===== config.mk =====
export PLATFORM = sky130hd
export DESIGN_NAME = shared_regfile
export DESIGN_NICKNAME = d
export VERILOG_FILES = /design/src/rtl/shreg_pkg.sv /design/src/rtl/shreg_decode.sv /design/src/rtl/shreg_reset_seq.sv /design/src/rtl/shreg_sem.sv /design/src/rtl/shreg_wregs.sv /design/src/rtl/shared_regfile.sv
export SDC_FILE = /design/constraint.sdc
export NUM_CORES = 1
export LEC_CHECK = 0
export ABC_AREA = 0
export ABC_CLOCK_PERIOD_IN_PS = 2850
export BUFFER_PORTS_ARGS = -buffer_cell sky130_fd_sc_hd__buf_2
export CORE_ASPECT_RATIO = 1.75
export CORE_MARGIN = 4
export CORE_UTILIZATION = 42
export DETAILED_ROUTE_END_ITERATION = 12
export GPL_TIMING_DRIVEN = 1
export HOLD_SLACK_MARGIN = 0.12
export PLACE_DENSITY = 0.79
export REMOVE_ABC_BUFFERS = 1
export SLEW_MARGIN = 15
export SYNTH_ARGS = -nofsm -noshare
export SYNTH_HDL_FRONTEND = slang
export SYNTH_HIERARCHICAL = 1
export SYNTH_SLANG_ARGS = --single-unit
export TNS_END_PERCENT = 100

===== constraint.sdc =====
create_clock -name clk -period 2.85 [get_ports clk]
set_input_delay 0 -clock clk [delete_from_list [all_inputs] [get_ports clk]]
set_output_delay 0 -clock clk [all_outputs]
set_load 0.05 [all_outputs]

===== src/rtl/shreg_pkg.sv =====
package shreg_pkg;

    localparam int DATA_W = 8;

    typedef enum logic [1:0] {
        REG_CTRL  = 2'd0,
        REG_IRQ   = 2'd1,
        REG_MODEM = 2'd2,
        REG_SEM   = 2'd3
    } reg_idx_e;

    typedef enum logic [1:0] {
        RGN_REGS = 2'd0,
        RGN_RAM1 = 2'd1,
        RGN_RAM2 = 2'd2,
        RGN_NONE = 2'd3
    } region_e;

    typedef struct packed {
        logic     hit;
        logic     rd;
        logic     wr;
        reg_idx_e idx;
    } reg_access_t;

    function automatic region_e region_of(input logic [1:0] top_bits);
        return region_e'(top_bits);
    endfunction

    function automatic logic [DATA_W-1:0] status_word(input logic [3:0] nib,
                                                      input logic       mark);
        return {nib, 1'b0, mark, 2'b00};
    endfunction

endpackage


===== src/rtl/shreg_decode.sv =====
module shreg_decode
    import shreg_pkg::*;
#(
    parameter int ADDR_W = 15
) (
    input  logic              acc_en,
    input  logic              acc_rd,
    input  logic [ADDR_W-1:0] addr,
    output reg_access_t       acc,
    output logic              sel_regs,
    output logic              sel_ram1,
    output logic              sel_ram2
);
    localparam int HI = ADDR_W - 1;
    localparam int LO = ADDR_W - 2;

    region_e rgn;
    logic    win_zero;

    always_comb begin
        rgn      = region_of(addr[HI:LO]);
        win_zero = (addr[HI:2] == '0);
        acc.hit  = acc_en && win_zero;
        acc.rd   = acc.hit && acc_rd;
        acc.wr   = acc.hit && !acc_rd;
        acc.idx  = reg_idx_e'(addr[1:0]);
        sel_regs = acc.hit;
        sel_ram1 = acc_en && (rgn == RGN_RAM1);
        sel_ram2 = acc_en && (rgn == RGN_RAM2);
    end
endmodule


===== src/rtl/shreg_reset_seq.sv =====
module shreg_reset_seq #(
    parameter int RST_CYCLES = 4
) (
    input  logic clk,
    input  logic rst,
    input  logic trig,
    output logic busy,
    output logic nmi
);
    localparam int CNT_W = (RST_CYCLES > 1) ? $clog2(RST_CYCLES) : 1;
    localparam logic [CNT_W-1:0] LAST = CNT_W'(RST_CYCLES - 1);

    logic [CNT_W-1:0] cnt;

    always_ff @(posedge clk) begin
        if (rst) begin
            busy <= 1'b0;
            cnt  <= '0;
            nmi  <= 1'b0;
        end else begin
            nmi <= trig;
            if (trig) begin
                busy <= 1'b1;
                cnt  <= '0;
            end else if (busy) begin
                if (cnt == LAST) busy <= 1'b0;
                else             cnt  <= cnt + 1'b1;
            end
        end
    end
endmodule


===== src/rtl/shreg_sem.sv =====
module shreg_sem (
    input  logic clk,
    input  logic rst,
    input  logic clr,
    input  logic rd_now,
    output logic rd_q,
    output logic flag
);
    always_ff @(posedge clk) begin
        if (rst) begin
            rd_q <= 1'b0;
            flag <= 1'b0;
        end else begin
            rd_q <= rd_now;
            if (clr)                  flag <= 1'b0;
            else if (rd_q && !rd_now) flag <= 1'b1;
        end
    end
endmodule


===== src/rtl/shreg_wregs.sv =====
module shreg_wregs
    import shreg_pkg::*;
(
    input  logic              clk,
    input  logic              clr,
    input  reg_access_t       acc,
    input  logic [DATA_W-1:0] wdata,
    output logic              irq_en,
    output logic [DATA_W-1:0] ctl,
    output logic              ctl_valid
);
    always_ff @(posedge clk) begin
        if (clr) begin
            irq_en    <= 1'b0;
            ctl       <= '0;
            ctl_valid <= 1'b0;
        end else if (acc.wr) begin
            case (acc.idx)
                REG_IRQ: irq_en <= wdata[DATA_W-1];
                REG_MODEM: begin
                    ctl       <= wdata;
                    ctl_valid <= 1'b1;
                end
                default: ;
            endcase
        end
    end
endmodule


===== src/rtl/shared_regfile.sv =====
module shared_regfile
    import shreg_pkg::*;
#(
    parameter int ADDR_W     = 15,
    parameter int RST_CYCLES = 4
) (
    input  logic              clk,
    input  logic              rst,
    input  logic              acc_en,
    input  logic              acc_rd,
    input  logic [ADDR_W-1:0] sh_addr,
    input  logic [7:0]        sh_data_n_in,
    output logic [7:0]        sh_data_n_out,
    output logic              sh_drive,
    output logic              sel_regs,
    output logic              sel_ram1,
    output logic              sel_ram2,
    input  logic [3:0]        stat0_in,
    input  logic [3:0]        stat1_in,
    input  logic [7:0]        modem_stat_in,
    output logic [7:0]        modem_ctl_out,
    output logic              irq_en_out,
    output logic              prog_rst_out,
    output logic              nmi_out,
    output logic              periph_rst_out,
    output logic              cpu_rst_out
);
    reg_access_t       acc;
    logic [DATA_W-1:0] wdata;
    logic [DATA_W-1:0] rdata;
    logic              busy;
    logic              trig;
    logic              clr;
    logic              sem_clr;
    logic              rd_sem;
    logic              rd_sem_q;
    logic              sem_flag;
    logic              irq_en;
    logic [DATA_W-1:0] ctl;
    logic              ctl_valid;

    shreg_decode #(.ADDR_W(ADDR_W)) u_dec (
        .acc_en   (acc_en),
        .acc_rd   (acc_rd),
        .addr     (sh_addr),
        .acc      (acc),
        .sel_regs (sel_regs),
        .sel_ram1 (sel_ram1),
        .sel_ram2 (sel_ram2)
    );

    assign wdata   = ~sh_data_n_in;
    assign trig    = acc.wr && (acc.idx == REG_CTRL) && wdata[DATA_W-1] && !busy;
    assign clr     = rst || busy || trig;
    assign rd_sem  = acc.rd && (acc.idx == REG_SEM);
    assign sem_clr = busy || trig || (acc.wr && (acc.idx == REG_SEM));

    shreg_reset_seq #(.RST_CYCLES(RST_CYCLES)) u_seq (
        .clk  (clk),
        .rst  (rst),
        .trig (trig),
        .busy (busy),
        .nmi  (nmi_out)
    );

    shreg_sem u_sem (
        .clk    (clk),
        .rst    (rst),
        .clr    (sem_clr),
        .rd_now (rd_sem),
        .rd_q   (rd_sem_q),
        .flag   (sem_flag)
    );

    shreg_wregs u_wr (
        .clk       (clk),
        .clr       (clr),
        .acc       (acc),
        .wdata     (wdata),
        .irq_en    (irq_en),
        .ctl       (ctl),
        .ctl_valid (ctl_valid)
    );

    always_comb begin
        case (acc.idx)
            REG_CTRL:  rdata = status_word(stat0_in, 1'b1);
            REG_IRQ:   rdata = status_word(stat1_in, 1'b0);
            REG_MODEM: rdata = modem_stat_in;
            default:   rdata = {sem_flag, {(DATA_W-1){1'b0}}};
        endcase
    end

    assign sh_drive       = acc.rd;
    assign sh_data_n_out  = acc.rd ? ~rdata : '1;
    assign modem_ctl_out  = ctl_valid ? ctl : '0;
    assign irq_en_out     = irq_en;
    assign prog_rst_out   = busy;
    assign periph_rst_out = rst || busy;
    assign cpu_rst_out    = rst;
endmodule


# ---- Yosys cells after proc, flatten, opt, wreduce, memory -nomap -nowiden
# Cells that the tools add are included.
dict set report word_totals {
  word_cells 49
  register_bits 16
  input_bits 43
}
dict set report op_classes {
  eq_ne 6
  bitwise_logic 3
  n_mux 6
  reduce_logical 25
  add_sub_neg 1
}
# cell n
set op_table {}
lappend op_table {{case mux 8 bit (3 select lines)} 1}
lappend op_table {{two-way mux 8 bit} 2}
lappend op_table {{NOT 8 bit} 2}
lappend op_table {{logical NOT 13 bit} 1}
lappend op_table {{logical AND 1 bit} 11}
lappend op_table {{== test 2 bit, second input constant} 4}
lappend op_table {{AND reduction 2 bit} 3}
lappend op_table {{== test 2 x 1 -> 1 bit, second input constant} 2}
lappend op_table {{logical OR 1 bit} 4}
lappend op_table {{OR reduction 2 bit} 2}
lappend op_table {{logical NOT 1 bit} 3}
lappend op_table {{two-way mux 1 bit} 3}
lappend op_table {{adder 2 x 1 -> 2 bit, second input constant} 1}
lappend op_table {{logical NOT 2 bit} 1}
lappend op_table {{NOT 1 bit} 1}

# ---- Depth between registers and ports, before layout
# Gate-level depths: netlist of run 1.
dict set report logic_depth {
  depth_word 9
  ltp_mapped 7
  mapped_depth_nobuf 6
}

# ---- By module
# The synthesis of run 1 kept the hierarchy.
# mod cells_each instances area_per_inst_um2 seq_area_each_um2
set modules_own_cells {}
lappend modules_own_cells {shreg_wregs 43 1 445.4 200.2}
lappend modules_own_cells {shared_regfile 46 1 291.5 0.0}
lappend modules_own_cells {shreg_reset_seq 13 1 158.9 80.1}
lappend modules_own_cells {shreg_decode 15 1 103.8 0.0}
lappend modules_own_cells {shreg_sem 6 1 63.8 40.0}

# ---- Worst setup path before layout of run 1
# No wires, ideal clock.
dict set report synth_timing {
  kind {input port to output port}
  start {input port sh_addr[3]}
  end {output port sh_data_n_out[4]}
  path_stages 3
  required_time_ns 2.850
  path_slack_ns -0.609
  arrival_time_ns 3.459
  cell_sequence {or4_1 > nor4_1 > nand2_1}
}
dict set report synth_between {
  elab_chain_len 4
}
# item line_no
set synth_rtl {}
lappend synth_rtl {{from (decl)} shared_regfile.sv:11} ;# input logic [ADDR_W-1:0] sh_addr,
lappend synth_rtl {{logical NOT 13 bit} shreg_decode.sv:22} ;# win_zero = (addr[HI:2] == '0);
lappend synth_rtl {{logical AND 1 bit} shreg_decode.sv:23} ;# acc.hit = acc_en && win_zero;
lappend synth_rtl {{logical AND 1 bit} shreg_decode.sv:24} ;# acc.rd = acc.hit && acc_rd;
lappend synth_rtl {{named net sh_drive} shared_regfile.sv:14} ;# output logic sh_drive,
lappend synth_rtl {{two-way mux 8 bit} shared_regfile.sv:95} ;# assign sh_data_n_out = acc.rd ? ~rdata : '1;
lappend synth_rtl {{to (decl)} shared_regfile.sv:13} ;# output logic [7:0] sh_data_n_out,
# The timed path passes the listed nets, and every way through them passes these cells.

==> results of run 1 <==
-- metal layers --
metal,share of wire [%],vias to the layer above
met3,8.8,6
met4,1.2,0
li1,-,552
met1,34,478
met2,56,53
met5,0,-
-- cell type report --
cell class              count  share of cell area [%]
multi-input cells          89                    42.5
clock buffers               4                    3.61
inverters                  10                    2.46
flip-flops and latches     16                    21.0
well taps                  25                    2.05
repair buffers             77                    28.4
-- per-stage QoR --
stage	TNS, ns	hold slack, ns	power [mW]	worst slack [ns]
floorplan	-4.79	0	0.260	-0.609
global placement	0	0.265	0.301	0.450
detailed placement	0	0.277	0.303	0.284
CTS	0	0.165	0.514	0.535
global route	0	0.213	0.534	0.317
finish	0	0.175	0.506	0.553
-- worst max-delay path by stage --
stage / from / to / slack [ns] / cells past startpoint
finish: sh_addr[3] / u_wr/ctl[3] / 0.55 / 7
detailed placement: sh_addr[3] / u_wr/ctl[4] / 0.28 / 7
global route: sh_addr[3] / u_wr/ctl[4] / 0.32 / 7
floorplan: sh_addr[3] / sh_data_n_out[4] / -0.61 / 3
global placement: sh_addr[3] / u_wr/ctl[3] / 0.45 / 7
CTS: sh_addr[3] / u_wr/ctl[4] / 0.54 / 7
-- where the power goes --
part           internal [mW]  switching, mW  leakage [nW]
sequential             0.224     0.00000123         0.129
combinational         0.0461         0.0382         0.596
clock                  0.122         0.0756        0.0288
total                  0.392          0.114         0.754
-- flip-flops by register name (all words and copies together) (netlist names) --
name            cells
u_wr/irq_en         1
u_seq/cnt           2
u_wr/ctl            8
u_wr/ctl_valid      1
u_seq/busy          1
u_sem/rd_q          1
u_seq/nmi           1
u_sem/flag          1
-- worst min-delay path: stages --
cell      delay [ns]
buf_2           0.18
nand3b_1        0.12
mux2i_1         0.07
==> results.sh, run 1 <==
export IMPL_met2_usage_pct=34.4
export IMPL_area_growth_pct=44.5
export IMPL_cap_violations=0
export IMPL_drc=0
export IMPL_hold_buffers=9
export IMPL_ir_drop_mv=0.209
export IMPL_stdcell_area_sq_um=1530
export IMPL_die_y_microns=74.3
export IMPL_vias=1089
export IMPL_hold_path_class="input port to flip-flop"
export IMPL_tightest_slew_ns=0.649
export IMPL_multiInputGateArea_sq_um=649
export IMPL_status="completed"
export IMPL_final_layout_size_suffix_gt1_share_pct=40.8
export IMPL_grt_pass1_wl_microns=4620
export IMPL_final_common_cell="buf_2"
export IMPL_use_met1_pct=17.6
export IMPL_critPathSlowestCell="nor4_1"
export IMPL_reg2reg_to="u_wr/irq_en"
export IMPL_crit_top_cell="nand2b_1"
export IMPL_io_pins=68
export IMPL_antenna_left=0
export IMPL_end_kind="flip-flop"
export IMPL_core_region_area_sq_um=2360
export IMPL_r2r_slack_ns=1.40
export IMPL_whs_endpoint="u_wr/irq_en"
export IMPL_antenna_found_initial=0
export IMPL_insertion_delay_ns=0.24
export IMPL_r2r_start="u_seq/busy"
export IMPL_yosysWarnings=6
export IMPL_rsz0062_at_grt="false"
export IMPL_start_util_pct=44.8
export IMPL_period_minus_slack_ns=2.30
export IMPL_slew_viol_final=0
export IMPL_cp_arrival_ns=2.42
export IMPL_path_max_fanout=18
export IMPL_cts_buffers=3
export IMPL_wl_per_cell_microns=12.7
export IMPL_cts_sinks=16
export IMPL_nets=241
export IMPL_grt_max_degree=19
export IMPL_leakage_nw=0.754
export IMPL_slew_headroom_pct=56.4
export IMPL_drt_pass1_iterations=4
export IMPL_required_ns=2.97
export IMPL_first_global_vias=1131
export IMPL_fin_crit_sh_pct=80.6
export IMPL_power_density_nw_per_um2=331
export IMPL_syn_inst=122
export IMPL_path_cells="buf_2, or4_1, nor4_1, or4b_4, nand2b_1, nand2b_1, mux2i_1"
export IMPL_die_x_microns=45.9
export IMPL_setup_violations=0
export IMPL_diodes=0
export IMPL_rr_worst_depth=4
export IMPL_cpPeakStageDelay_ns=0.61
export IMPL_critPathKind="input port to flip-flop"
export IMPL_cts_root_buf="clkbuf_8"
export IMPL_synthesis_area_sq_um=1060
export IMPL_ctsResizeCount=0
export IMPL_start_kind="input port"
export IMPL_gr_usage_met3_pct=3.63
export IMPL_htree_levels=1
export IMPL_hold_viol=0
export IMPL_cts_tree="yes"
export IMPL_cts_buffer_depth=2
export IMPL_top_usage_layer="met2"
export IMPL_grt_overflow=0
export IMPL_stdcell_count=221
export IMPL_dp_cells=208
export IMPL_hold_start="sh_addr[0]"
export IMPL_gp_congestion=0.761
export IMPL_io_buffers=67
export IMPL_avgSynthCellArea_sq_um=8.66
export IMPL_post_cts_buffers=0
export IMPL_core_rowCount=23
export IMPL_clk_pin_slew_ns=0.06
export IMPL_regArea_sq_um=320
export IMPL_post_route_util_pct=64.7
export IMPL_via_per_inst=4.93
export IMPL_drtIter0Drc=13
export IMPL_hold_path_depth=3
export IMPL_crit_family="simple AND/OR/NAND/NOR gates"
export IMPL_dpl_cell_area_sq_um=1380
export IMPL_fillerInstances=218
export IMPL_fmax_mhz=435
export IMPL_skew_ns=0.000369
export IMPL_hpwl_microns=2250
export IMPL_track_usage_pct=18.1
export IMPL_crit_buf_inv=1
export IMPL_fp_dieArea_sq_um=3410
export IMPL_routed_wl_microns=2800
export IMPL_final_cell_mix="67 x buf_2, 20 x nand2b_1, 16 x dfxtp_1"
Power figures use the tool's default switching activity.
==> run 2, diff against run 1 <==
--- a/config.mk
+++ b/config.mk
@@ -6,7 +6,7 @@
 export NUM_CORES = 1
 export LEC_CHECK = 0
 export ABC_AREA = 0
-export ABC_CLOCK_PERIOD_IN_PS = 2850
+export ABC_CLOCK_PERIOD_IN_PS = 2300
 export BUFFER_PORTS_ARGS = -buffer_cell sky130_fd_sc_hd__buf_2
 export CORE_ASPECT_RATIO = 1.75
 export CORE_MARGIN = 4
==> constraint.sdc (replaced) <==
create_clock -name clk -period 2.3 [get_ports clk]
set_input_delay 0 -clock clk [delete_from_list [all_inputs] [get_ports clk]]
set_output_delay 0 -clock clk [all_outputs]
set_load 0.05 [all_outputs]
==> run 2 against run 1 <==
  * Non-clock buffer count is 1 higher
  * Worst hold slack better by 0.0031 ns
  * First-iteration DRC count is 54% lower
  * Die area stayed put
  * Clock power is 23% higher
  * Worst setup slack worse by 0.25 ns
  * Core utilization is 0.32 points higher
  * Sequential share of layout area is 0.10 points lower
  * Largest power group unchanged
==> results.sh, run 2 (synthesis gave the netlist of run 1 again) <==
export IMPL_io_buffers=67
export IMPL_cts_buffers=3
export IMPL_crit_top_cell="nand2b_1"
export IMPL_die_y_microns=74.3
export IMPL_reg_largest_list="u_wr/ctl x8, u_seq/cnt x2"
export IMPL_first_global_vias=1152
export IMPL_skew_ns=0.00149
export IMPL_rsz0062_at_grt="false"
export IMPL_nets=242
export IMPL_wl_per_cell_microns=12.3
export IMPL_pre_cts_ws_ns=0.0185
export IMPL_fin_crit_sh_pct=86.9
export IMPL_grt_overflow=0
export IMPL_r2r_start="u_seq/busy"
export IMPL_drtIter0Drc=6
export IMPL_via_per_inst=4.98
export IMPL_cp_arrival_ns=2.12
export IMPL_hold_viol=0
export IMPL_tightest_slew_ns=0.457
export IMPL_area_growth_pct=45.3
export IMPL_slew_headroom_pct=69.6
export IMPL_start_util_pct=44.8
export IMPL_path_cells="buf_2, or4_1, nor4_1, or4b_4, nand2b_1, nand2b_1, mux2i_1"
export IMPL_track_usage_pct=17.9
export IMPL_rr_worst_depth=4
export IMPL_fmax_mhz=501
export IMPL_hold_start="sh_addr[0]"
export IMPL_clk_pin_slew_ns=0.06
export IMPL_hold_path_depth=3
export IMPL_power_density_nw_per_um2=408
export IMPL_setup_tns_ns=0
export IMPL_final_common_cell="buf_2"
export IMPL_gp_congestion=0.753
export IMPL_setup_violations=0
export IMPL_critPathKind="input port to flip-flop"
export IMPL_cp_depth=7
export IMPL_drc=0
export IMPL_insertion_delay_ns=0.25
export IMPL_antenna_left=0
export IMPL_ir_drop_mv=0.233
export IMPL_io_pins=68
export IMPL_cpPeakStageDelay_ns=0.56
export IMPL_hpwl_microns=2170
export IMPL_largest_reg_flops=8
export IMPL_drt_pass1_iterations=4
export IMPL_core_rowCount=23
export IMPL_vias=1106
export IMPL_antenna_found_initial=0
export IMPL_final_layout_size_suffix_gt1_share_pct=41.1
export IMPL_cts_root_buf="clkbuf_8"
export IMPL_diodes=0
export IMPL_htree_levels=1
export IMPL_hold_path_class="input port to flip-flop"
export IMPL_grt_max_degree=19
export IMPL_period_minus_slack_ns=2.00
export IMPL_fillerInstances=203
export IMPL_slew_viol_final=0
export IMPL_setup_ws_ns=0.302
export IMPL_cts_sinks=16
export IMPL_fp_dieArea_sq_um=3410
export IMPL_leakage_nw=0.759
export IMPL_grt_pass1_wl_microns=4590
export IMPL_path_max_fanout=18
export IMPL_start_kind="input port"
export IMPL_cts_buffer_depth=2
export IMPL_cts_tree="yes"
export IMPL_critPathSlowestCell="or4_1"
export IMPL_required_ns=2.42
export IMPL_largest_register="u_wr/ctl"
export IMPL_status="completed"
export IMPL_final_cell_mix="67 x buf_2, 20 x nand2b_1, 16 x dfxtp_1"
export IMPL_cap_violations=0
export IMPL_core_region_area_sq_um=2360
export IMPL_post_cts_buffers=0
export IMPL_crit_buf_inv=1
export IMPL_crit_family="simple AND/OR/NAND/NOR gates"
export IMPL_startpoint="sh_addr[3]"
export IMPL_die_x_microns=45.9
export IMPL_end_kind="flip-flop"
export IMPL_routed_wl_microns=2740
-- run 2: worst paths after layout --
path	end	slack, ns
max reg2reg	u_wr/ctl[5]	0.85
max	u_wr/ctl[5]	0.30
min reg2reg	u_sem/flag	0.47
min	u_wr/irq_en	0.18
-- run 2: layout make-up --
| class | count | area, sq um | area share, % |
|---|---|---|---|
| flip-flops and latches | 16 | 320 | 20.9 |
| inverters | 10 | 37.5 | 2.45 |
| multi-input cells | 89 | 649 | 42.3 |
| well taps | 25 | 31.3 | 2.04 |
| clock buffers | 4 | 55.1 | 3.59 |
| repair buffers | 78 | 440 | 28.7 |
-- run 2: timing repair --
action	CTS	global route
gates resized for setup	0	0
hold buffers	9	0
hold endpoints to repair	14	0
-- run 2: metal layers --
layer / vias up / GRT usage (%) / share of wire, %
met5: - / 0 / 0
met4: 0 / 7.59 / 2.1
met3: 7 / 3.87 / 7.9
met2: 48 / 34.5 / 55
met1: 496 / 16.9 / 35
li1: 555 / - / -
-- run 2: through the flow --
| step | util, % | instances | hold slack [ns] | area (sq um) | power [mW] |
|---|---|---|---|---|---|
| 5_1_grt | 65.0 | 222 | 0.195 | 1530 | 0.654 |
| 3_3_place_gp | 58.9 | 209 | 0.266 | 1390 | 0.372 |
| 3_5_place_dp | 58.9 | 209 | 0.282 | 1390 | 0.376 |
| 6_report | 65.0 | 222 | 0.178 | 1530 | 0.625 |
| 2_1_floorplan | - | 115 | 0 | 1010 | 0.322 |
| 4_1_cts | 65.0 | 222 | 0.178 | 1530 | 0.630 |
-- run 2: worst register-to-register path: cells and delay by family (launching register included) --
kind	cells	cell delay (ns)
and+or+nand+nor	3	0.89
DFF	1	0.35
muxes	1	0.14
-- run 2: report_power, final --
group	leakage, nW	switching (mW)	internal (mW)	total [mW]
Sequential	0.129	0.00000147	0.277	0.277
Combinational	0.601	0.0472	0.0571	0.104
Clock	0.0288	0.0921	0.152	0.244
Total	0.759	0.139	0.486	0.625
==> run 3, diff against run 2 <==
--- a/config.mk
+++ b/config.mk
@@ -9,8 +9,9 @@
 export ABC_CLOCK_PERIOD_IN_PS = 2300
 export BUFFER_PORTS_ARGS = -buffer_cell sky130_fd_sc_hd__buf_2
 export CORE_ASPECT_RATIO = 1.75
-export CORE_MARGIN = 4
+export CORE_MARGIN = 3
 export CORE_UTILIZATION = 42
+export CTS_CLUSTER_DIAMETER = 200
 export DETAILED_ROUTE_END_ITERATION = 12
 export GPL_TIMING_DRIVEN = 1
 export HOLD_SLACK_MARGIN = 0.12
==> run 3 against run 2 <==
  * Critical endpoint is now u_wr/ctl[3]
  * Die area down 6.9%
  * Clock power increased by 2%
  * Total power up 1.2%
  * Register-to-register slack worse by 0.04 ns
  * Worst setup slack lost 0.10 ns
  * Highest routed layer unchanged
  * Clock-buffer cell count unchanged
  * Critical path type unchanged
==> results.sh, run 3 (synthesis gave the netlist of run 1 again) <==
export IMPL_status="completed"
export IMPL_track_usage_pct=18.5
export IMPL_grt_max_degree=19
export IMPL_drc=0
export IMPL_first_global_vias=1103
export IMPL_insertion_delay_ns=0.25
export IMPL_antenna_left=0
export IMPL_hold_path_class="input port to flip-flop"
export IMPL_start_util_pct=45.3
export IMPL_cts_tree="yes"
export IMPL_critPathKind="input port to flip-flop"
export IMPL_fmax_mhz=476
export IMPL_grt_overflow=0
export IMPL_r2r_slack_ns=0.81
export IMPL_cp_depth=7
export IMPL_final_cell_mix="67 x buf_2, 20 x nand2b_1, 16 x dfxtp_1"
export IMPL_crit_top_cell="nand2b_1"
export IMPL_slew_viol_final=0
export IMPL_cts_root_buf="clkbuf_8"
export IMPL_slew_headroom_pct=69.7
export IMPL_grt_pass1_wl_microns=4580
export IMPL_p_comb_share_pct=16.7
export IMPL_rr_worst_depth=4
export IMPL_hpwl_microns=2170
export IMPL_fin_crit_sh_pct=91.4
export IMPL_stdcell_area_sq_um=1550
export IMPL_die_x_microns=43.9
export IMPL_critPathSlowestCell="or4_1"
export IMPL_dpl_cell_area_sq_um=1400
export IMPL_htree_levels=1
export IMPL_die_y_microns=72.3
export IMPL_io_pins=68
export IMPL_nets=244
export IMPL_area_growth_pct=46.7
export IMPL_crit_buf_inv=1
export IMPL_pre_cts_ws_ns=-0.0731
export IMPL_setup_tns_ns=0
export IMPL_rsz0062_at_grt="false"
export IMPL_r2r_start="u_seq/busy"
export IMPL_tightest_slew_ns=0.455
export IMPL_io_buffers=67
export IMPL_clk_pin_slew_ns=0.06
export IMPL_hold_viol=0
export IMPL_wl_per_cell_microns=12.3
export IMPL_seqPwrFrac_pct=43.8
export IMPL_via_per_inst=4.94
export IMPL_largest_reg_flops=8
export IMPL_fp_dieArea_sq_um=3180
export IMPL_core_rowCount=23
export IMPL_switching_share_pct=23.1
export IMPL_timing_hold_ws_ns=0.189
export IMPL_cp_arrival_ns=2.22
export IMPL_reg2reg_to="u_wr/ctl[3]"
export IMPL_start_kind="input port"
export IMPL_end_kind="flip-flop"
export IMPL_reg_largest_list="u_wr/ctl x8, u_seq/cnt x2"
export IMPL_setup_violations=0
export IMPL_gp_congestion=0.707
export IMPL_ir_drop_mv=0.382
export IMPL_required_ns=2.42
export IMPL_antenna_found_initial=0
export IMPL_path_max_fanout=18
export IMPL_p_clk_share_pct=39.5
export IMPL_setup_ws_ns=0.198
export IMPL_power_switching_uw=146
export IMPL_final_common_cell="buf_2"
export IMPL_power_density_nw_per_um2=409
export IMPL_post_cts_buffers=0
export IMPL_crit_family="simple AND/OR/NAND/NOR gates"
export IMPL_period_minus_slack_ns=2.10
export IMPL_cts_buffers=3
export IMPL_cts_sinks=16
export IMPL_power_uw=633
export IMPL_skew_ns=0.00303
export IMPL_fillerInstances=191
export IMPL_p_int_uw=487
export IMPL_largest_register="u_wr/ctl"
export IMPL_cts_buffer_depth=2
export IMPL_core_region_area_sq_um=2330
export IMPL_multiInputGateArea_sq_um=649
export IMPL_routed_wl_microns=2750
export IMPL_drtIter0Drc=17
export IMPL_vias=1106
export IMPL_path_cells="buf_2, or4_1, nor4_1, or4b_4, nand2b_1, nand2b_1, mux2i_1"
export IMPL_cpPeakStageDelay_ns=0.58
export IMPL_regArea_sq_um=320
export IMPL_hold_path_depth=3
export IMPL_drt_pass1_iterations=4
export IMPL_final_layout_size_suffix_gt1_share_pct=41.7
export IMPL_leakage_nw=0.768
export IMPL_startpoint="sh_addr[3]"
export IMPL_cap_violations=0
export IMPL_endpoint="u_wr/ctl[3]"
export IMPL_diodes=0
## run 3: power groups by stage
stage | Clock [mW] | Sequential [mW] | Combinational [mW]
global placement | 0 | 0.283 | 0.0913
detailed placement | 0 | 0.283 | 0.0946
global route | 0.273 | 0.277 | 0.116
finish | 0.250 | 0.277 | 0.106
CTS | 0.260 | 0.277 | 0.107
floorplan | 0 | 0.283 | 0.0388
## run 3: stage by stage
stage | util, % | instances
3_3_place_gp | 60.2 | 211
6_report | 66.5 | 224
4_1_cts | 66.5 | 224
5_1_grt | 66.5 | 224
2_1_floorplan | - | 115
3_5_place_dp | 60.2 | 211
## run 3: layout make-up
type / instances / area share (%)
Sequential cell: 16 / 20.7
Multi-Input combinational cell: 89 / 41.9
Clock buffer: 4 / 3.55
Inverter: 10 / 2.42
Timing Repair Buffer: 80 / 29.4
Tap cell: 25 / 2.02
## run 3: metal layers
layer  track usage, %  up-vias  share of wire, %
li1                 -      562                 -
met1             18.7      482                35
met2             35.4       58                52
met3             2.73        4                11
met4             8.05        0               1.3
met5                0        -                 0
## run 3: how the worst min path moves through the flow
stage                                from           to  slack (ns)
after floorplan                       rst  cpu_rst_out           0
after global placement    sh_data_n_in[0]  u_wr/ctl[0]        0.26
after detailed placement  sh_data_n_in[5]  u_wr/ctl[5]        0.28
after CTS                      sh_addr[0]  u_wr/irq_en        0.18
after global routing           sh_addr[0]  u_wr/irq_en        0.22
final                          sh_addr[0]  u_wr/irq_en        0.19
## run 3: timing repair
action	4_1_cts	5_1_grt
hold buffers	9	0
hold endpoints to repair	15	0
resized for setup	0	0
## run 3: worst min-delay path: stages
cell and delay, ns:
buf_2 0.17, nand3b_1 0.14, mux2i_1 0.08
